--- src/rtl/moesi_pkg.sv ---
package moesi_pkg;

  typedef enum logic [2:0] {
    ST_I = 3'd0,
    ST_S = 3'd1,
    ST_E = 3'd2,
    ST_O = 3'd3,
    ST_M = 3'd4
  } line_st_e;

  typedef enum logic [1:0] {
    PR_RD    = 2'd0,
    PR_WR    = 2'd1,
    PR_EVICT = 2'd2,
    PR_NOP   = 2'd3
  } pr_op_e;

  // shared by snooped requests and issued commands
  typedef enum logic [2:0] {
    BC_NONE      = 3'd0,
    BC_RD        = 3'd1,
    BC_RDX       = 3'd2,
    BC_UPGR      = 3'd3,
    BC_FLUSH     = 3'd4,
    BC_FLUSH_OPT = 3'd5
  } bus_cmd_e;

  function automatic logic is_dirty(line_st_e s);
    return (s == ST_M) || (s == ST_O);
  endfunction

endpackage

--- src/rtl/moesi_next.sv ---
module moesi_next
  import moesi_pkg::*;
(
  input  line_st_e cur_i,
  input  logic     pr_act_i,
  input  pr_op_e   pr_op_i,
  input  logic     snp_act_i,
  input  bus_cmd_e snp_op_i,
  input  logic     shared_i,
  output line_st_e nxt_o,
  output bus_cmd_e cmd_o,
  output logic     hit_o,
  output logic     snp_shared_o
);

  logic valid_line;
  assign valid_line = (cur_i != ST_I);

  always_comb begin
    nxt_o        = cur_i;
    cmd_o        = BC_NONE;
    hit_o        = 1'b0;
    snp_shared_o = 1'b0;
    if (snp_act_i) begin
      case (snp_op_i)
        BC_RD: begin
          snp_shared_o = valid_line;
          case (cur_i)
            ST_M: begin nxt_o = ST_O; cmd_o = BC_FLUSH_OPT; end
            ST_O: cmd_o = BC_FLUSH_OPT;
            ST_E: nxt_o = ST_S;
            default: ;
          endcase
        end
        BC_RDX: begin
          snp_shared_o = valid_line;
          if (is_dirty(cur_i)) cmd_o = BC_FLUSH_OPT;
          nxt_o = ST_I;
        end
        BC_UPGR: begin
          snp_shared_o = valid_line;
          nxt_o = ST_I;
        end
        default: ;  // foreign write-backs leave the line alone
      endcase
    end else if (pr_act_i) begin
      case (pr_op_i)
        PR_RD: begin
          if (valid_line) hit_o = 1'b1;
          else begin
            cmd_o = BC_RD;
            nxt_o = shared_i ? ST_S : ST_E;
          end
        end
        PR_WR: begin
          hit_o = valid_line;
          case (cur_i)
            ST_I:       cmd_o = BC_RDX;
            ST_S, ST_O: cmd_o = BC_UPGR;
            default: ;
          endcase
          nxt_o = ST_M;
        end
        PR_EVICT: begin
          if (is_dirty(cur_i)) cmd_o = BC_FLUSH;
          nxt_o = ST_I;
        end
        default: ;
      endcase
    end
  end

endmodule

--- src/rtl/moesi_line.sv ---
module moesi_line
  import moesi_pkg::*;
(
  input  logic     clk_i,
  input  logic     rst_ni,
  input  logic     we_i,
  input  line_st_e nxt_i,
  input  logic     pr_sel_i,
  input  pr_op_e   pr_op_i,
  input  logic     snp_sel_i,
  input  bus_cmd_e snp_op_i,
  output line_st_e state_o
);

  line_st_e state_q;

  always_ff @(posedge clk_i or negedge rst_ni) begin
    if (!rst_ni)   state_q <= ST_I;
    else if (we_i) state_q <= nxt_i;
  end

  assign state_o = state_q;

  assert_legal_state_R1: assert property (@(posedge clk_i) disable iff (!rst_ni)
    state_q inside {ST_I, ST_S, ST_E, ST_O, ST_M});

  assert_write_mod_R4: assert property (@(posedge clk_i) disable iff (!rst_ni)
    (pr_sel_i && pr_op_i == PR_WR) |=> state_q == ST_M);

  assert_rd_keeps_owner_R5: assert property (@(posedge clk_i) disable iff (!rst_ni)
    (snp_sel_i && snp_op_i == BC_RD && is_dirty(state_q)) |=> state_q == ST_O);

  assert_rdx_inval_R6: assert property (@(posedge clk_i) disable iff (!rst_ni)
    (snp_sel_i && snp_op_i == BC_RDX) |=> state_q == ST_I);

  assert_upgr_inval_R7: assert property (@(posedge clk_i) disable iff (!rst_ni)
    (snp_sel_i && snp_op_i == BC_UPGR) |=> state_q == ST_I);

  assert_evict_inval_R9: assert property (@(posedge clk_i) disable iff (!rst_ni)
    (pr_sel_i && pr_op_i == PR_EVICT) |=> state_q == ST_I);

  assert_unselected_stable_R11: assert property (@(posedge clk_i) disable iff (!rst_ni)
    (!pr_sel_i && !snp_sel_i) |=> $stable(state_q));

endmodule

--- src/rtl/moesi_ctrl.sv ---
module moesi_ctrl
  import moesi_pkg::*;
#(
  parameter int NUM_LINES = 4,
  localparam int IDX_W = (NUM_LINES > 1) ? $clog2(NUM_LINES) : 1
) (
  input  logic             clk_i,
  input  logic             rst_ni,
  input  logic             pr_valid_i,
  input  logic [1:0]       pr_op_i,
  input  logic [IDX_W-1:0] pr_idx_i,
  output logic             pr_hit_o,
  output logic             pr_retry_o,
  output logic [2:0]       state_o,
  input  logic             shared_i,
  input  logic             snp_valid_i,
  input  logic [2:0]       snp_op_i,
  input  logic [IDX_W-1:0] snp_idx_i,
  output logic             snp_shared_o,
  output logic [2:0]       bus_cmd_o
);

  line_st_e         st_q [NUM_LINES];
  line_st_e         cur_st, nxt_st;
  bus_cmd_e         cmd, snp_op;
  pr_op_e           pr_op;
  logic             pr_act, upd;
  logic [IDX_W-1:0] sel_idx;

  assign pr_op   = pr_op_e'(pr_op_i);
  assign snp_op  = bus_cmd_e'(snp_op_i);
  // a snoop owns the bus this cycle; the processor must reissue
  assign pr_act  = pr_valid_i && !snp_valid_i;
  assign upd     = pr_act || snp_valid_i;
  assign sel_idx = snp_valid_i ? snp_idx_i : pr_idx_i;
  assign cur_st  = st_q[sel_idx];

  moesi_next u_next (
    .cur_i        (cur_st),
    .pr_act_i     (pr_act),
    .pr_op_i      (pr_op),
    .snp_act_i    (snp_valid_i),
    .snp_op_i     (snp_op),
    .shared_i     (shared_i),
    .nxt_o        (nxt_st),
    .cmd_o        (cmd),
    .hit_o        (pr_hit_o),
    .snp_shared_o (snp_shared_o)
  );

  for (genvar g = 0; g < NUM_LINES; g++) begin : g_line
    logic pr_sel, snp_sel;
    assign pr_sel  = pr_act && (pr_idx_i == IDX_W'(g));
    assign snp_sel = snp_valid_i && (snp_idx_i == IDX_W'(g));

    moesi_line u_line (
      .clk_i     (clk_i),
      .rst_ni    (rst_ni),
      .we_i      (upd && (sel_idx == IDX_W'(g))),
      .nxt_i     (nxt_st),
      .pr_sel_i  (pr_sel),
      .pr_op_i   (pr_op),
      .snp_sel_i (snp_sel),
      .snp_op_i  (snp_op),
      .state_o   (st_q[g])
    );
  end

  assign bus_cmd_o  = cmd;
  assign pr_retry_o = pr_valid_i && snp_valid_i;
  assign state_o    = st_q[pr_idx_i];

  assert_supply_on_snoop_R5: assert property (@(posedge clk_i) disable iff (!rst_ni)
    (bus_cmd_o == BC_FLUSH_OPT) |-> (snp_valid_i && snp_op inside {BC_RD, BC_RDX}));

  assert_retry_no_own_cmd_R10: assert property (@(posedge clk_i) disable iff (!rst_ni)
    pr_retry_o |-> (bus_cmd_o inside {BC_NONE, BC_FLUSH_OPT} && !pr_hit_o));

  assert_flush_on_evict_R9: assert property (@(posedge clk_i) disable iff (!rst_ni)
    (bus_cmd_o == BC_FLUSH) |-> (pr_valid_i && pr_op == PR_EVICT));

endmodule

--- config.mk ---
export PLATFORM = sky130hd
export DESIGN_NAME = moesi_ctrl
export DESIGN_NICKNAME = d
export VERILOG_FILES = /design/src/rtl/moesi_pkg.sv /design/src/rtl/moesi_next.sv /design/src/rtl/moesi_line.sv /design/src/rtl/moesi_ctrl.sv
export SDC_FILE = /design/constraint.sdc
export NUM_CORES = 1
export LEC_CHECK = 0
export BUFFER_PORTS_ARGS = -buffer_cell sky130_fd_sc_hd__buf_2
export CELL_PAD_IN_SITES_DETAIL_PLACEMENT = 0
export CELL_PAD_IN_SITES_GLOBAL_PLACEMENT = 2
export CORE_UTILIZATION = 34
export CTS_CLUSTER_SIZE = 8
export DETAILED_ROUTE_END_ITERATION = 8
export MAX_ROUTING_LAYER = met4
export PLACE_DENSITY_LB_ADDON = 0.2
export SETUP_SLACK_MARGIN = 0.1
export SLEW_MARGIN = 25
export SYNTH_ARGS = -nofsm -noshare
export SYNTH_HDL_FRONTEND = slang
export SYNTH_SLANG_ARGS = --single-unit
--- constraint.sdc ---
create_clock -name clk_i -period 4.5 [get_ports clk_i]
set_clock_uncertainty 0.1 [all_clocks]
set_input_delay 0 -clock clk_i [delete_from_list [all_inputs] [get_ports clk_i]]
set_output_delay 0 -clock clk_i [all_outputs]
set_load 0.02 [all_outputs]
==> metrics.txt <==
# TYPE chip_impl_metric gauge
chip_impl_info{name="outcome",value="finished with violations"} 1
chip_impl_info{name="failed_checks",value="design-rule violations"} 1
chip_impl_metric{name="r2r_setup_slack",unit="ns"} 2.44
chip_impl_metric{name="drtIter0Drc",unit=""} 72
chip_impl_metric{name="power.share.combinational",unit=""} 0.455
chip_impl_metric{name="final_antenna_net_count",unit=""} 0
chip_impl_metric{name="timing.critical_path.buf_inv",unit=""} 1
chip_impl_info{name="layout.cells.most_common_list",value="22 x buf_2, 13 x a21oi_1, 12 x dfrtp_1, 8 x nor2_1, 8 x o21ai_0"} 1
chip_impl_metric{name="setup-violations-final",unit=""} 0
chip_impl_metric{name="number_of_global_route_vias_before_repair",unit=""} 892
chip_impl_metric{name="ys.warnings.count",unit=""} 0
chip_impl_metric{name="grt_first_pass_wirelength",unit="mm"} 4.126
chip_impl_metric{name="cts.reportedPaths.clkPinSlew",unit="ns"} 0.08
chip_impl_metric{name="core.rowCount",unit=""} 19
chip_impl_metric{name="crit_path_max_incr_delay",unit="ns"} 0.65
chip_impl_info{name="min_path_type",value="in -> async"} 1
chip_impl_metric{name="n_antenna_cell",unit=""} 0
chip_impl_metric{name="die_width",unit="um"} 57.14
chip_impl_metric{name="io_pins",unit=""} 23
chip_impl_metric{name="syn-instance-count",unit=""} 117
chip_impl_metric{name="chipHeight",unit="um"} 57.14
chip_impl_metric{name="area_growth_syn_to_layout",unit="%"} 17.80
chip_impl_metric{name="wirelength",unit="mm"} 2.605
chip_impl_info{name="critPathLaunchType",value="flop"} 1
chip_impl_info{name="worst-setup-path-type",value="reg -> out"} 1
chip_impl_metric{name="fmax",unit="MHz"} 465.9
chip_impl_info{name="rsz_0062_raised_after_global_routing",value="false"} 1
chip_impl_info{name="crit_path_top_delay_cell",value="nor4_4"} 1
chip_impl_metric{name="cellPowerDensity",unit="mW/mm^2"} 393.0
chip_impl_metric{name="worst-path-max-fanout",unit=""} 11
chip_impl_metric{name="power.share.clock",unit=""} 0.179
chip_impl_metric{name="final-hold-violation-count",unit=""} 0
chip_impl_info{name="clock_tree_root_driver_cell",value="clkbuf_4"} 1
chip_impl_info{name="delay_heaviest_family_cp",value="simple AND/OR/NAND/NOR gates"} 1
chip_impl_metric{name="int_power",unit="uW"} 292.1
chip_impl_metric{name="synth.cell_area",unit="sq mm"} 0.001033
chip_impl_metric{name="buffer_ports.inserted",unit=""} 22
chip_impl_info{name="layout_commonest_cell",value="buf_2"} 1
chip_impl_metric{name="clock_buffers_created_by_tritoncts",unit=""} 3
chip_impl_metric{name="finish.net_count",unit=""} 155
chip_impl_metric{name="antenna_found_initial",unit=""} 0
chip_impl_metric{name="route.detailed.drc",unit=""} 6
chip_impl_metric{name="max_ffs_per_register",unit=""} 12
chip_impl_metric{name="report.final.slew_viol_count",unit=""} 0
chip_impl_metric{name="gp_routability_congestion",unit=""} 0.9043
chip_impl_metric{name="tns",unit="ns"} 0
chip_impl_metric{name="floorplan.initialDensity",unit=""} 0.3653
chip_impl_metric{name="grt_use_total",unit=""} 0.1699
chip_impl_metric{name="finalCriticalPeriod",unit="ns"} 2.146
chip_impl_metric{name="clock_insertion_delay_worst_skew",unit="ns"} 0.27
chip_impl_metric{name="worst_slew_slack_as_a_fraction_of_its_limit",unit=""} 0.5125
chip_impl_metric{name="netSwitchingFraction",unit=""} 0.3895
chip_impl_metric{name="post-route-period-util",unit=""} 0.4769
chip_impl_metric{name="worst_pin_slew",unit="ns"} 0.7252
chip_impl_metric{name="grt_overflow_total",unit=""} 0
chip_impl_metric{name="total_setup_buffers_inserted_after_cts",unit=""} 0
chip_impl_info{name="grt.busiest_layer",value="met2"} 1
chip_impl_metric{name="grt_start_max_net_pins",unit=""} 16
chip_impl_metric{name="maxcap_viol_count",unit=""} 0
chip_impl_metric{name="avgViaCountPerCell",unit=""} 5.854
chip_impl_metric{name="power.switching",unit="uW"} 186.3
chip_impl_metric{name="required",unit="ns"} 4.40
chip_impl_metric{name="postLayoutCellArea",unit="sq mm"} 0.001217
chip_impl_metric{name="worst_ep_arrival_time",unit="ns"} 2.05
chip_impl_metric{name="pwr-share-seq",unit=""} 0.367
chip_impl_metric{name="post_synth_num_cell_types",unit=""} 37
chip_impl_metric{name="cts.htree.levels",unit=""} 1
chip_impl_metric{name="cts.sinks",unit=""} 12
chip_impl_metric{name="clock_tree.buffer_depth",unit=""} 2
chip_impl_info{name="crit_chain",value="a21oi_1, nor4_4, a21oi_1, a2bb2oi_1, o21ai_0, buf_2"} 1
chip_impl_metric{name="drtPass1Iterations",unit=""} 6
chip_impl_metric{name="dieArea",unit="sq mm"} 0.003264
chip_impl_metric{name="ys_seq_elements",unit=""} 12
chip_impl_metric{name="synth_nets",unit=""} 131
chip_impl_metric{name="avgSynthCellArea",unit="sq um"} 8.833
chip_impl_metric{name="leakage",unit="nW"} 0.5025
chip_impl_metric{name="met1_usage",unit=""} 0.2208
chip_impl_metric{name="max-vdd-ir-drop",unit="mV"} 0.2191
chip_impl_metric{name="wire_per_inst",unit="um"} 15.23
chip_impl_metric{name="sequential_share_of_the_synthesized_area",unit=""} 0.2906
chip_impl_metric{name="detailed_place.area",unit="sq mm"} 0.001162
chip_impl_metric{name="vias",unit=""} 1001
chip_impl_metric{name="grt.met2_usage",unit=""} 0.2655
chip_impl_info{name="tritoncts",value="yes"} 1
chip_impl_metric{name="met3_usage",unit=""} 0.06349
chip_impl_metric{name="core_footprint",unit="sq mm"} 0.002829
chip_impl_metric{name="detailed_place_hpwl",unit="mm"} 2.015
chip_impl_metric{name="drive_gt1_frac",unit=""} 0.3286
chip_impl_info{name="worst_setup_path_end_kind",value="primary output"} 1
chip_impl_info{name="cp_common_cell",value="a21oi_1"} 1
## Yosys cell counts
master | instances | area share
a21oi_1 | 13 | 0.063
dfrtp_1 | 12 | 0.29
nor2_1 | 8 | 0.029
o21ai_0 | 8 | 0.039
inv_1 | 7 | 0.025
a31oi_1 | 6 | 0.036
nand2_1 | 5 | 0.018
mux2_2 | 4 | 0.044
nor3_1 | 4 | 0.019
o22ai_1 | 4 | 0.024
and2_1 | 3 | 0.018
buf_2 | 3 | 0.015
mux4_2 | 3 | 0.065
nand2b_1 | 3 | 0.018
nand3b_1 | 3 | 0.022
nor4_1 | 3 | 0.018
o31ai_1 | 3 | 0.022
or3b_2 | 3 | 0.025
nand3_1 | 2 | 0.0097
or3_1 | 2 | 0.012
xor2_1 | 2 | 0.017
a211oi_1 | 1 | 0.0073
a21o_1 | 1 | 0.0073
a21oi_2 | 1 | 0.0085
a221oi_4 | 1 | 0.025
a22oi_1 | 1 | 0.0073
a2bb2oi_1 | 1 | 0.0085
and3_1 | 1 | 0.0061
buf_4 | 1 | 0.0073
buf_6 | 1 | 0.011
mux2_4 | 1 | 0.015
nand3_2 | 1 | 0.0097
nand3b_2 | 1 | 0.011
nor4_2 | 1 | 0.012
nor4b_2 | 1 | 0.015
or4_4 | 1 | 0.011
xnor2_1 | 1 | 0.0085
## power groups by stage
stage          Sequential [mW]  Clock, mW  Combinational [mW]
2_1_floorplan            0.165          0               0.165
3_3_place_gp             0.177          0               0.213
3_5_place_dp             0.178          0               0.213
4_1_cts                  0.175     0.0874               0.215
5_1_grt                  0.182     0.0943               0.238
6_report                 0.176     0.0854               0.217
## routing by layer
metal  up-vias  part of all wire  routed length, um
met5         -                 0                  0
met4         0                 0                  0
met3         0             0.066                173
met2        39              0.47               1223
met1       469              0.46               1209
li1        493                 -                  -
## worst paths after layout
kind / cells past startpoint / startpoint / endpoint
max: 6 / g_line[0].u_line.state_o[1] / bus_cmd_o[0]
min: 2 / rst_ni / g_line[3].u_line.state_o[0]
max reg2reg: 5 / g_line[3].u_line.state_o[0] / g_line[1].u_line.state_o[2]
min reg2reg: 1 / g_line[2].u_line.state_o[2] / g_line[2].u_line.state_o[2]
max in group asynchronous: 2 / rst_ni / g_line[1].u_line.state_o[1]
min in group clk_i: 4 / shared_i / g_line[1].u_line.state_o[1]
## stage by stage
stage / utilization / std cells / hold WS (ns) / setup WS, ns / total power, mW
after floorplan: - / 117 / -0.3956 / 2.588 / 0.3301
after global placement: 0.4109 / 166 / -0.2099 / 2.150 / 0.3895
after detailed placement: 0.4109 / 166 / -0.2131 / 2.117 / 0.3908
after CTS: 0.4272 / 171 / 0.02521 / 2.075 / 0.4773
after global routing: 0.4303 / 171 / 0.05337 / 2.217 / 0.5138
final: 0.4303 / 171 / 0.02587 / 2.354 / 0.4785
## logic make-up after synthesis
family,synth area share
xor gates and xnor gates,0.02543
buffers and inverters,0.05811
and+or+nand+nor,0.2542
DFF,0.2906
AOI/OAI and AO/OA,0.2482
muxes,0.1235
## worst register-to-register path, stage by stage (launching register included)
cell	delay, ns
dfrtp_1	0.37
a21oi_1	0.07
nor4_2	0.68
o31ai_1	0.20
a21oi_1	0.35
mux2_2	0.23
## layout make-up
type / instances / area (sq um)
well taps: 31 / 38.79
flip-flops and latches: 12 / 300.3
inverters: 7 / 26.28
fillers: 282 / 1612
repair buffers: 24 / 127.6
multi-input cells: 93 / 688.2
clock buffers: 4 / 36.28
## repair_timing
item,4_1_cts,5_1_grt
hold buffers,1,0
hold endpoints to repair,12,0
endpoints found under the setup margin,0,0
gates resized for setup,0,0
(Power assumes the default switching activity.)
